`config.mk`:
```
export PLATFORM = sky130hd
export DESIGN_NAME = tagged_byte_fifo_pair
export DESIGN_NICKNAME = d
export VERILOG_FILES = /design/src/rtl/tbf_pkg.sv /design/src/rtl/tbf_ptr_ctl.sv /design/src/rtl/tbf_store.sv /design/src/rtl/tbf_ovr_marks.sv /design/src/rtl/tbf_rx_path.sv /design/src/rtl/tbf_tx_path.sv /design/src/rtl/tagged_byte_fifo_pair.sv
export SDC_FILE = /design/constraint.sdc
export NUM_CORES = 1
export LEC_CHECK = 0
export ABC_CLOCK_PERIOD_IN_PS = 3100
export BUFFER_PORTS_ARGS = -buffer_cell sky130_fd_sc_hd__buf_4
export CORE_MARGIN = 2
export CORE_UTILIZATION = 62
export CTS_BUF_LIST = sky130_fd_sc_hd__clkbuf_4
export CTS_CLUSTER_SIZE = 30
export DETAILED_ROUTE_END_ITERATION = 6
export HOLD_SLACK_MARGIN = 0.02
export PLACE_DENSITY = 0.79
export SLEW_MARGIN = 20
export SYNTH_ARGS = -nofsm -noshare
export SYNTH_HDL_FRONTEND = slang
export SYNTH_SLANG_ARGS = --single-unit
```
`constraint.sdc`:
```
create_clock -name clk -period 3.1 [get_ports clk]
set_clock_uncertainty 0.05 [all_clocks]
set_input_delay 0.62 -clock clk [delete_from_list [all_inputs] [get_ports clk]]
set_output_delay 0.62 -clock clk [all_outputs]
set_load 0.005 [all_outputs]
```
`src/rtl/tbf_pkg.sv`:
```
package tbf_pkg;

  localparam int BYTE_W = 8;

  // Stored receive word: bit 8 end of frame, bit 9 CRC mismatch.
  typedef struct packed {
    logic              crc_bad;
    logic              frame_end;
    logic [BYTE_W-1:0] data;
  } rx_word_t;

  // Head tags as shown to the host: {overrun, crc, eof} = entry bits 10..8.
  typedef struct packed {
    logic overrun;
    logic crc_bad;
    logic frame_end;
  } rx_tags_t;

  function automatic int ring_next(input int p, input int depth);
    return (p == depth - 1) ? 0 : p + 1;
  endfunction

  function automatic int ring_prev(input int p, input int depth);
    return (p == 0) ? depth - 1 : p - 1;
  endfunction

endpackage

```
`src/rtl/tbf_ptr_ctl.sv`:
```
module tbf_ptr_ctl #(
  parameter int DEPTH = 8,
  parameter int AW    = 3,
  parameter int CW    = 4
) (
  input  logic          clk,
  input  logic          rst,
  input  logic          flush,
  input  logic          push_req,
  input  logic          pop_req,
  output logic          push_ok,
  output logic          pop_ok,
  output logic [AW-1:0] wr_ptr,
  output logic [AW-1:0] rd_ptr,
  output logic [CW-1:0] count,
  output logic          full,
  output logic          empty
);

  assign empty   = (count == '0);
  assign full    = (count == CW'(DEPTH));
  assign pop_ok  = pop_req && !flush && !empty;
  // a pop in the same cycle frees the slot the push needs
  assign push_ok = push_req && !flush && (!full || pop_ok);

  always_ff @(posedge clk) begin
    if (rst || flush) begin
      wr_ptr <= '0;
      rd_ptr <= '0;
      count  <= '0;
    end else begin
      if (push_ok) wr_ptr <= AW'(tbf_pkg::ring_next(int'(wr_ptr), DEPTH));
      if (pop_ok)  rd_ptr <= AW'(tbf_pkg::ring_next(int'(rd_ptr), DEPTH));
      case ({push_ok, pop_ok})
        2'b10:   count <= count + CW'(1);
        2'b01:   count <= count - CW'(1);
        default: count <= count;
      endcase
    end
  end

endmodule

```
`src/rtl/tbf_store.sv`:
```
module tbf_store #(
  parameter int WIDTH = 8,
  parameter int DEPTH = 8,
  parameter int AW    = 3,
  parameter int NRD   = 1
) (
  input  logic                       clk,
  input  logic                       we,
  input  logic [AW-1:0]              waddr,
  input  logic [WIDTH-1:0]           wdata,
  input  logic [NRD-1:0][AW-1:0]     raddr,
  output logic [NRD-1:0][WIDTH-1:0]  rdata
);

  logic [WIDTH-1:0] mem [DEPTH];

  always_ff @(posedge clk) begin
    if (we) mem[waddr] <= wdata;
  end

  generate
    for (genvar g = 0; g < NRD; g++) begin : g_rd
      assign rdata[g] = mem[raddr[g]];
    end
  endgenerate

endmodule

```
`src/rtl/tbf_ovr_marks.sv`:
```
module tbf_ovr_marks #(
  parameter int DEPTH = 8,
  parameter int AW    = 3
) (
  input  logic          clk,
  input  logic          rst,
  input  logic          flush,
  input  logic          clr_en,
  input  logic [AW-1:0] clr_idx,
  input  logic          set_en,
  input  logic [AW-1:0] set_idx,
  input  logic [AW-1:0] rd_idx,
  output logic          rd_bit
);

  logic [DEPTH-1:0] marks;

  always_ff @(posedge clk) begin
    if (rst || flush) begin
      marks <= '0;
    end else begin
      if (clr_en) marks[clr_idx] <= 1'b0;
      if (set_en) marks[set_idx] <= 1'b1;
    end
  end

  assign rd_bit = marks[rd_idx];

endmodule

```
`src/rtl/tbf_rx_path.sv`:
```
module tbf_rx_path #(
  parameter int DEPTH = 8,
  parameter int AW    = 3,
  parameter int CW    = 4
) (
  input  logic              clk,
  input  logic              rst,
  input  logic              enable,
  input  logic              push,
  input  logic [7:0]        push_data,
  input  logic              push_eof,
  input  logic              push_crc,
  input  logic              pop,
  output logic [7:0]        rd_data,
  output tbf_pkg::rx_tags_t tags,
  output logic [CW-1:0]     count,
  output logic              full,
  output logic              empty
);

  localparam int WORD_W = $bits(tbf_pkg::rx_word_t);

  logic                         flush;
  logic                         push_ok, pop_ok, drop;
  logic [AW-1:0]                wr_ptr, rd_ptr, rd_ptr_nxt, last_ptr;
  logic [1:0][AW-1:0]           raddr;
  logic [1:0][WORD_W-1:0]       rwords;
  tbf_pkg::rx_word_t            word_in, head_now, head_nxt;
  logic                         mark_nxt;
  logic                         ends_empty, bypass;

  assign flush = !enable;

  tbf_ptr_ctl #(.DEPTH(DEPTH), .AW(AW), .CW(CW)) u_ptr (
    .clk(clk), .rst(rst), .flush(flush), .push_req(push), .pop_req(pop),
    .push_ok(push_ok), .pop_ok(pop_ok), .wr_ptr(wr_ptr), .rd_ptr(rd_ptr),
    .count(count), .full(full), .empty(empty)
  );

  // lost byte: full, no room freed by a read this cycle
  assign drop       = push && !flush && full && !pop_ok;
  assign rd_ptr_nxt = flush  ? '0 :
                      pop_ok ? AW'(tbf_pkg::ring_next(int'(rd_ptr), DEPTH)) : rd_ptr;
  assign last_ptr   = AW'(tbf_pkg::ring_prev(int'(wr_ptr), DEPTH));

  assign word_in = '{crc_bad: push_crc, frame_end: push_eof, data: push_data};
  assign raddr[0] = rd_ptr;
  assign raddr[1] = rd_ptr_nxt;

  tbf_store #(.WIDTH(WORD_W), .DEPTH(DEPTH), .AW(AW), .NRD(2)) u_store (
    .clk(clk), .we(push_ok), .waddr(wr_ptr), .wdata(word_in),
    .raddr(raddr), .rdata(rwords)
  );

  assign head_now = tbf_pkg::rx_word_t'(rwords[0]);
  assign head_nxt = tbf_pkg::rx_word_t'(rwords[1]);

  tbf_ovr_marks #(.DEPTH(DEPTH), .AW(AW)) u_marks (
    .clk(clk), .rst(rst), .flush(flush),
    .clr_en(push_ok), .clr_idx(wr_ptr),
    .set_en(drop), .set_idx(last_ptr),
    .rd_idx(rd_ptr_nxt), .rd_bit(mark_nxt)
  );

  // queue empty after this edge
  assign ends_empty = flush || (empty && !push_ok) ||
                      ((count == CW'(1)) && pop_ok && !push_ok);
  // the entry written this edge becomes the head; memory not yet holding it
  assign bypass = push_ok && (rd_ptr_nxt == wr_ptr);

  always_ff @(posedge clk) begin
    if (rst) begin
      rd_data <= '0;
      tags    <= '0;
    end else begin
      if (pop) rd_data <= pop_ok ? head_now.data : 8'h00;
      if (ends_empty)  tags <= '0;
      else if (bypass) tags <= tbf_pkg::rx_tags_t'({1'b0, push_crc, push_eof});
      else             tags <= tbf_pkg::rx_tags_t'({mark_nxt, head_nxt.crc_bad, head_nxt.frame_end});
    end
  end

endmodule

```
`src/rtl/tbf_tx_path.sv`:
```
module tbf_tx_path #(
  parameter int DEPTH = 8,
  parameter int AW    = 3,
  parameter int CW    = 4
) (
  input  logic          clk,
  input  logic          rst,
  input  logic          enable,
  input  logic          wr,
  input  logic [7:0]    wdata,
  input  logic          pop,
  output logic [7:0]    head,
  output logic [CW-1:0] count,
  output logic          full,
  output logic          empty
);

  logic               push_ok, pop_ok;
  logic [AW-1:0]      wr_ptr, rd_ptr;
  logic [0:0][AW-1:0] raddr;
  logic [0:0][7:0]    rbytes;

  tbf_ptr_ctl #(.DEPTH(DEPTH), .AW(AW), .CW(CW)) u_ptr (
    .clk(clk), .rst(rst), .flush(!enable), .push_req(wr), .pop_req(pop),
    .push_ok(push_ok), .pop_ok(pop_ok), .wr_ptr(wr_ptr), .rd_ptr(rd_ptr),
    .count(count), .full(full), .empty(empty)
  );

  assign raddr[0] = rd_ptr;

  tbf_store #(.WIDTH(8), .DEPTH(DEPTH), .AW(AW), .NRD(1)) u_store (
    .clk(clk), .we(push_ok), .waddr(wr_ptr), .wdata(wdata),
    .raddr(raddr), .rdata(rbytes)
  );

  assign head = empty ? 8'h00 : rbytes[0];

endmodule

```
`src/rtl/tagged_byte_fifo_pair.sv`:
```
module tagged_byte_fifo_pair #(
  parameter int  RX_DEPTH = 8,
  parameter int  TX_DEPTH = 8,
  localparam int RX_AW = (RX_DEPTH > 1) ? $clog2(RX_DEPTH) : 1,
  localparam int RX_CW = $clog2(RX_DEPTH + 1),
  localparam int TX_AW = (TX_DEPTH > 1) ? $clog2(TX_DEPTH) : 1,
  localparam int TX_CW = $clog2(TX_DEPTH + 1)
) (
  input  logic             clk,
  input  logic             rst,
  input  logic             rx_enable,
  input  logic             line_push,
  input  logic [7:0]       line_byte,
  input  logic             line_eof,
  input  logic             line_crc_err,
  input  logic             host_rd,
  output logic [7:0]       host_rdata,
  output logic             stat_eof,
  output logic             stat_crc_err,
  output logic             stat_overrun,
  output logic [RX_CW-1:0] rx_level,
  output logic             rx_full,
  output logic             rx_empty,
  input  logic             tx_enable,
  input  logic             host_wr,
  input  logic [7:0]       host_wdata,
  input  logic             line_pop,
  output logic [7:0]       tx_byte,
  output logic [TX_CW-1:0] tx_level,
  output logic             tx_full,
  output logic             tx_empty
);

  tbf_pkg::rx_tags_t head_tags;

  tbf_rx_path #(.DEPTH(RX_DEPTH), .AW(RX_AW), .CW(RX_CW)) u_rx (
    .clk(clk), .rst(rst), .enable(rx_enable),
    .push(line_push), .push_data(line_byte), .push_eof(line_eof), .push_crc(line_crc_err),
    .pop(host_rd), .rd_data(host_rdata), .tags(head_tags),
    .count(rx_level), .full(rx_full), .empty(rx_empty)
  );

  assign stat_eof     = head_tags.frame_end;
  assign stat_crc_err = head_tags.crc_bad;
  assign stat_overrun = head_tags.overrun;

  tbf_tx_path #(.DEPTH(TX_DEPTH), .AW(TX_AW), .CW(TX_CW)) u_tx (
    .clk(clk), .rst(rst), .enable(tx_enable),
    .wr(host_wr), .wdata(host_wdata), .pop(line_pop),
    .head(tx_byte), .count(tx_level), .full(tx_full), .empty(tx_empty)
  );

endmodule

```
# ---- Word-level counts from Yosys, hierarchy flattened
# Memory sizes are Yosys's and may differ from the RTL's. A register that Yosys moved wholly into a read port is not among the register bits.
# Cells that the tools add are included.
dict set report totals {
  mem_bits_rw 144
  out_inout_bits 31
  in_bits 26
  ff_bits 39
  wordCells 107
  memories 2
}
dict set report op_classes {
  eq_ne 12
  mux 28
  bitwise 3
  n_reduce_logical 37
  addsub 9
  order_cmp 5
}
# memory words width read_ports rd_ports_with_merged_regs wr line_no
set mem_list {}
lappend mem_list {u_rx.u_store.mem 8 10 2 1 1 tbf_store.sv:15} ;# logic [WIDTH-1:0] mem [DEPTH];
lappend mem_list {u_tx.u_store.mem 8 8 1 1 1 tbf_store.sv:15}
# op n
set ops {}
lappend ops {{8-bit two-way mux} 5}
lappend ops {{3-bit two-way mux} 10}
lappend ops {{1-bit logical AND} 16}
lappend ops {{4-bit one-hot mux with 2 select lines} 2}
lappend ops {{3-bit by 1-bit adder with 3-bit output, second input constant} 4}
lappend ops {{3-bit by 1-bit == test with 1-bit output, second input constant} 4}
lappend ops {{3-bit by 4-bit less-than comparator with 1-bit output, second input constant} 3}
lappend ops {{4-bit by 1-bit adder with 4-bit output, second input constant} 2}
lappend ops {{8-bit AND} 1}
lappend ops {{4-bit == test, second input constant} 2}
lappend ops {{1-bit zero test} 8}
lappend ops {{4-bit zero test} 2}
lappend ops {{8-bit inverter} 1}
lappend ops {{8-bit bitwise OR} 1}
lappend ops {{4-bit by 1-bit subtractor with 4-bit output, second input constant} 2}
lappend ops {{1-bit two-way mux} 7}
lappend ops {{1-bit demux with 3-bit select} 2}
lappend ops {{3-bit by 1-bit >= comparator with 1-bit output, second input constant} 2}
lappend ops {{1-bit logical OR} 6}
lappend ops {{2-bit by 1-bit == test with 1-bit output, second input constant} 2}
lappend ops {{2-bit == test, second input constant} 2}
lappend ops {{4-bit by 1-bit == test with 1-bit output, second input constant} 1}
lappend ops {{2-bit nonzero test} 2}
lappend ops {{1-bit binary-select mux with 3-bit select} 1}
lappend ops {{6 further kinds} 6}

# ---- Depth between registers and ports, before layout
dict set report logic_depth {
  depth_word 10
  depth_mapped 12
  mapped_depth_nobuf 10
}

# ---- Hierarchy
# Synthesis repeated with hierarchy kept, for this count alone.
dict set report unflattened {
  cells_unflattened 565
  hier_area_um2 8828.5
}
# module n_inst area_each_um2 cells_per_inst seq_area_each_um2
set modules_own_cells {}
lappend modules_own_cells {{tbf_store at u_rx.u_store} 1 3804.9 163 2402.3}
lappend modules_own_cells {{tbf_store at u_tx.u_store} 1 2531.2 106 1921.8}
lappend modules_own_cells {tbf_ptr_ctl 2 711.9 84 200.2}
lappend modules_own_cells {tbf_rx_path 1 609.3 73 220.2}
lappend modules_own_cells {tbf_ovr_marks 1 405.4 46 160.2}
lappend modules_own_cells {tbf_tx_path 1 53.8 9 0.0}

# ---- Worst setup path after synthesis
# OpenSTA, ideal clock, no wires.
dict set report synth_timing {
  path_type {input to register}
  startpoint {input rx_enable}
  endpoint {memory u_rx.u_store.mem[0][0] in the netlist's numbering (enable)}
  path_slack_ns 0.301
  setup_time_ns 0.405
  t_arrival_ns 2.343
  path_stages 5
  required_time_ns 2.645
  n_path_buf 2
  cell_sequence {buf_2 -> nand2_1 -> o21bai_1 -> clkbuf_1 -> nor4_1}
}
dict set report synth_via {
  elab_chain_cells 6
  word_cells_on_any_way 7
  cone_classes {2 x mux; 5 x reduce/logical}
}
# element line_no
set synth_rtl {}
lappend synth_rtl {{start, declared} tagged_byte_fifo_pair.sv:11} ;# input logic rx_enable,
lappend synth_rtl {{1-bit logical AND (2 in series)} tbf_ptr_ctl.sv:22} ;# assign pop_ok = pop_req && !flush && !empty;
lappend synth_rtl {{1-bit logical OR} tbf_ptr_ctl.sv:24} ;# assign push_ok = push_req && !flush && (!full || pop_ok);
lappend synth_rtl {{1-bit logical AND (*)} tbf_ptr_ctl.sv:24}
lappend synth_rtl {{1-bit two-way mux (*)} tbf_store.sv:18} ;# if (we) mem[waddr] <= wdata;
lappend synth_rtl {{1-bit two-way mux (implied by the code) (*)} tbf_store.sv:18}
lappend synth_rtl {{end, declared} tbf_store.sv:15}
# Every way passes the cells marked *; elsewhere a longest branch is shown, timed or not.

==> flow_summary.toml <==
[clocking]
hold_buffers = 0
post_cts_buffers = 0
ctsResizeCount = 0
htreeDepth = 4
cts.path.max_buffers = 2
clk_latency_ns = 0.58
cts_tree = "yes"
cts_root_buffer = "clkbuf_4"
numCtsBuffers = 17
cts.sinks = 186
path_clk_slew_ns = 0.15

[critical_path]
r2r_end = "u_rx.tags[0]"
r2r_start = "u_rx.u_ptr.count[1]"
rrSetupSlack_ns = 0.29
reg2reg_depth = 8
cp.arrival_ns = 2.19
critPathLaunchType = "register"
crit_path_end_kind = "primary output"
crit_end = "tx_byte[6]"
cp_data_required_time_ns = 2.43
critPathKind = "reg -> out"
worstPathMaxFanout = 16

[synthesis]
synth_nets = 560
synth_largest_area_cell = "edfxtp_1"
synth_xor_area_share_pct = 0.672
yosysWarnings = 0
synthAdderAreaFrac_pct = 2.81
synth_compound_area_share_pct = 5.18
synthTopCellsByArea = "edfxtp_1, dfxtp_1, mux4_2, mux2i_1, nor2_1"
synth_top_cell_area_share_pct = 55.3
synth-simple-area-share_pct = 8.80
synth-seq-area-share_pct = 66.0
synthMuxAreaShare_pct = 14.2
synth_top_family_by_area = "multiplexers"
avgSynthCellArea_sq_um = 15.1
synth_ff_type = "edfxtp_1"
netlist_area_sq_mm = 0.00782
syn-instance-count = 517
yosys.cell_types.count = 56
ys_ff_latch = 186
synth_enable_flop_cells = 144
synthArstFlopShare_pct = 0

[timing]
fmax_ghz = 0.350
setup_tns_ns = 0
max_slew.worst_pin.slew_ns = 0.846
relSlewSlack_pct = 43.1
setup_viol = 0
slew_viol_final = 0
period_needed_ns = 2.86
finalCritPeriodShare_pct = 92.3
hold_viol = 0
rsz0062_at_grt = "false"
holdWs_ns = 0.217

[detailed_routing]
drc_errors = 0
finalWirelength_um = 15400
top_layer = "met4"
vias = 4546
wl_met3_um = 822
wl_met2_um = 8180
firstDrtPassIters = 5
met1Wirelength_um = 6100
ant_nets = 0
drt_iter0_drc = 384
vias_per_cell = 5.84
wl_per_cell_um = 19.7

[placed_design]
place.gp.congestion = 0.861
hpwl_um = 10500
port_buffers = 56
placed_cells = 746

[floorplan]
die_y_um = 116
io_pins = 57
initial_core_util_pct = 62.8
row_count = 41
core-area_sq_mm = 0.0125
die-area_sq_mm = 0.0135
die_w_um = 116

[final_layout]
area_growth_pct = 13.5
nNetsFinal = 636
n_antenna_cell = 0
regArea_sq_mm = 0.00516
final_cells = 778
multiInputGateArea_sq_mm = 0.00248
layout_common_cells = "edfxtp_1, buf_4, nor2_1"
layout_commonest_cell = "edfxtp_1"
nFillCells = 853
drive_gt1_share_pct = 26.6

[run_status]
outcome = "finished clean"

[worst_hold_path]
hp-class = "in -> reg"

[global_routing]
grt_pass1_vias = 4476
grt.overflow.total = 0
grtUsageTotal_pct = 23.9
grt_pass1_wl_um = 23300
antenna_found_initial = 0
grt_max_degree = 23

[power]
leakage_nw = 3.13
powerDensity_mw_per_mm2 = 499
power_mw = 4.43
peakVddDrop_uv = 357

[run]
max_cap_viol_count = 0
per-layer routing:
metal,up-vias,GRT usage (%)
li1,2128,-
met1,2272,28.7
met2,126,41.9
met3,20,5.35
met4,0,9.84
met5,-,0
worst max-delay path, stage by stage (launching register included):
cell	delay, ns
dfxtp_1	0.84
mux4_2	0.41
mux2i_1	0.17
nor2_1	0.06
buf_4	0.13
worst min-delay path by stage:
stage                     startpoint                     end  slack, ns  cells after the start
3_3_place_gp   u_rx.u_marks.marks[0]   u_rx.u_marks.marks[0]       0.42                      2
4_1_cts                 line_byte[3]  u_rx.u_store.mem[3][3]       0.16                      1
2_1_floorplan  u_rx.u_marks.marks[4]   u_rx.u_marks.marks[4]       0.40                      2
6_report                line_byte[3]  u_rx.u_store.mem[3][3]       0.22                      1
3_5_place_dp   u_rx.u_marks.marks[0]   u_rx.u_marks.marks[0]       0.42                      2
5_1_grt                 line_byte[3]  u_rx.u_store.mem[3][3]       0.17                      1
synth_stat cells (5+ instances only):
cell / n
nor2_1: 55
ha_1: 16
buf_2: 5
nor4_1: 5
clkbuf_1: 15
nand2b_1: 15
inv_1: 17
nand3_1: 6
mux2i_1: 33
edfxtp_1: 144
a21oi_1: 32
o21ai_0: 7
nor3_1: 14
nand2_1: 19
dfxtp_1: 42
mux4_2: 32
through the flow:
| stage | utilization, % | setup WS (ns) | cell area [sq um] |
|---|---|---|---|
| 2_1_floorplan | - | 0.301 | 7820 |
| 3_3_place_gp | 68.6 | 0.421 | 8550 |
| 3_5_place_dp | 68.6 | 0.302 | 8550 |
| 4_1_cts | 71.2 | 0.152 | 8880 |
| 5_1_grt | 71.2 | 0.0756 | 8880 |
| 6_report | 71.2 | 0.239 | 8880 |
power breakdown:
part	total (mW)	switching (mW)	leakage, nW	internal, mW
registers	2.71	0.0131	1.64	2.70
logic	0.239	0.132	1.31	0.107
clock network	1.48	0.805	0.180	0.670
area by class of cell:
cell class,count,share of cell area (%)
clock buffer,19,1.61
clock inverter,13,2.14
inverter,18,0.789
multi-input combinational,288,27.9
sequential,186,58.2
tap,172,2.42
timing repair buffer,82,6.93
registers in the layout, summed over array words and instances (netlist names), 4 cells and up, named ones only:
register,flops
u_rx.u_store.mem,80
u_tx.u_ptr.count,4
u_rx.u_ptr.count,4
u_tx.u_store.mem,64
u_rx.rd_data,8
u_rx.u_marks.marks,8
kinds of logic (layout without fill, tap and decap cells):
logic type / after synthesis / count (layout)
flops: 186 / 186
simple gates: 134 / 134
mux: 70 / 70
compound gates: 61 / 61
buf+inv: 43 / 132
fa+ha+maj: 17 / 17
xor+xnor: 6 / 6
Note: power is estimated with default switching activity, not from simulation.
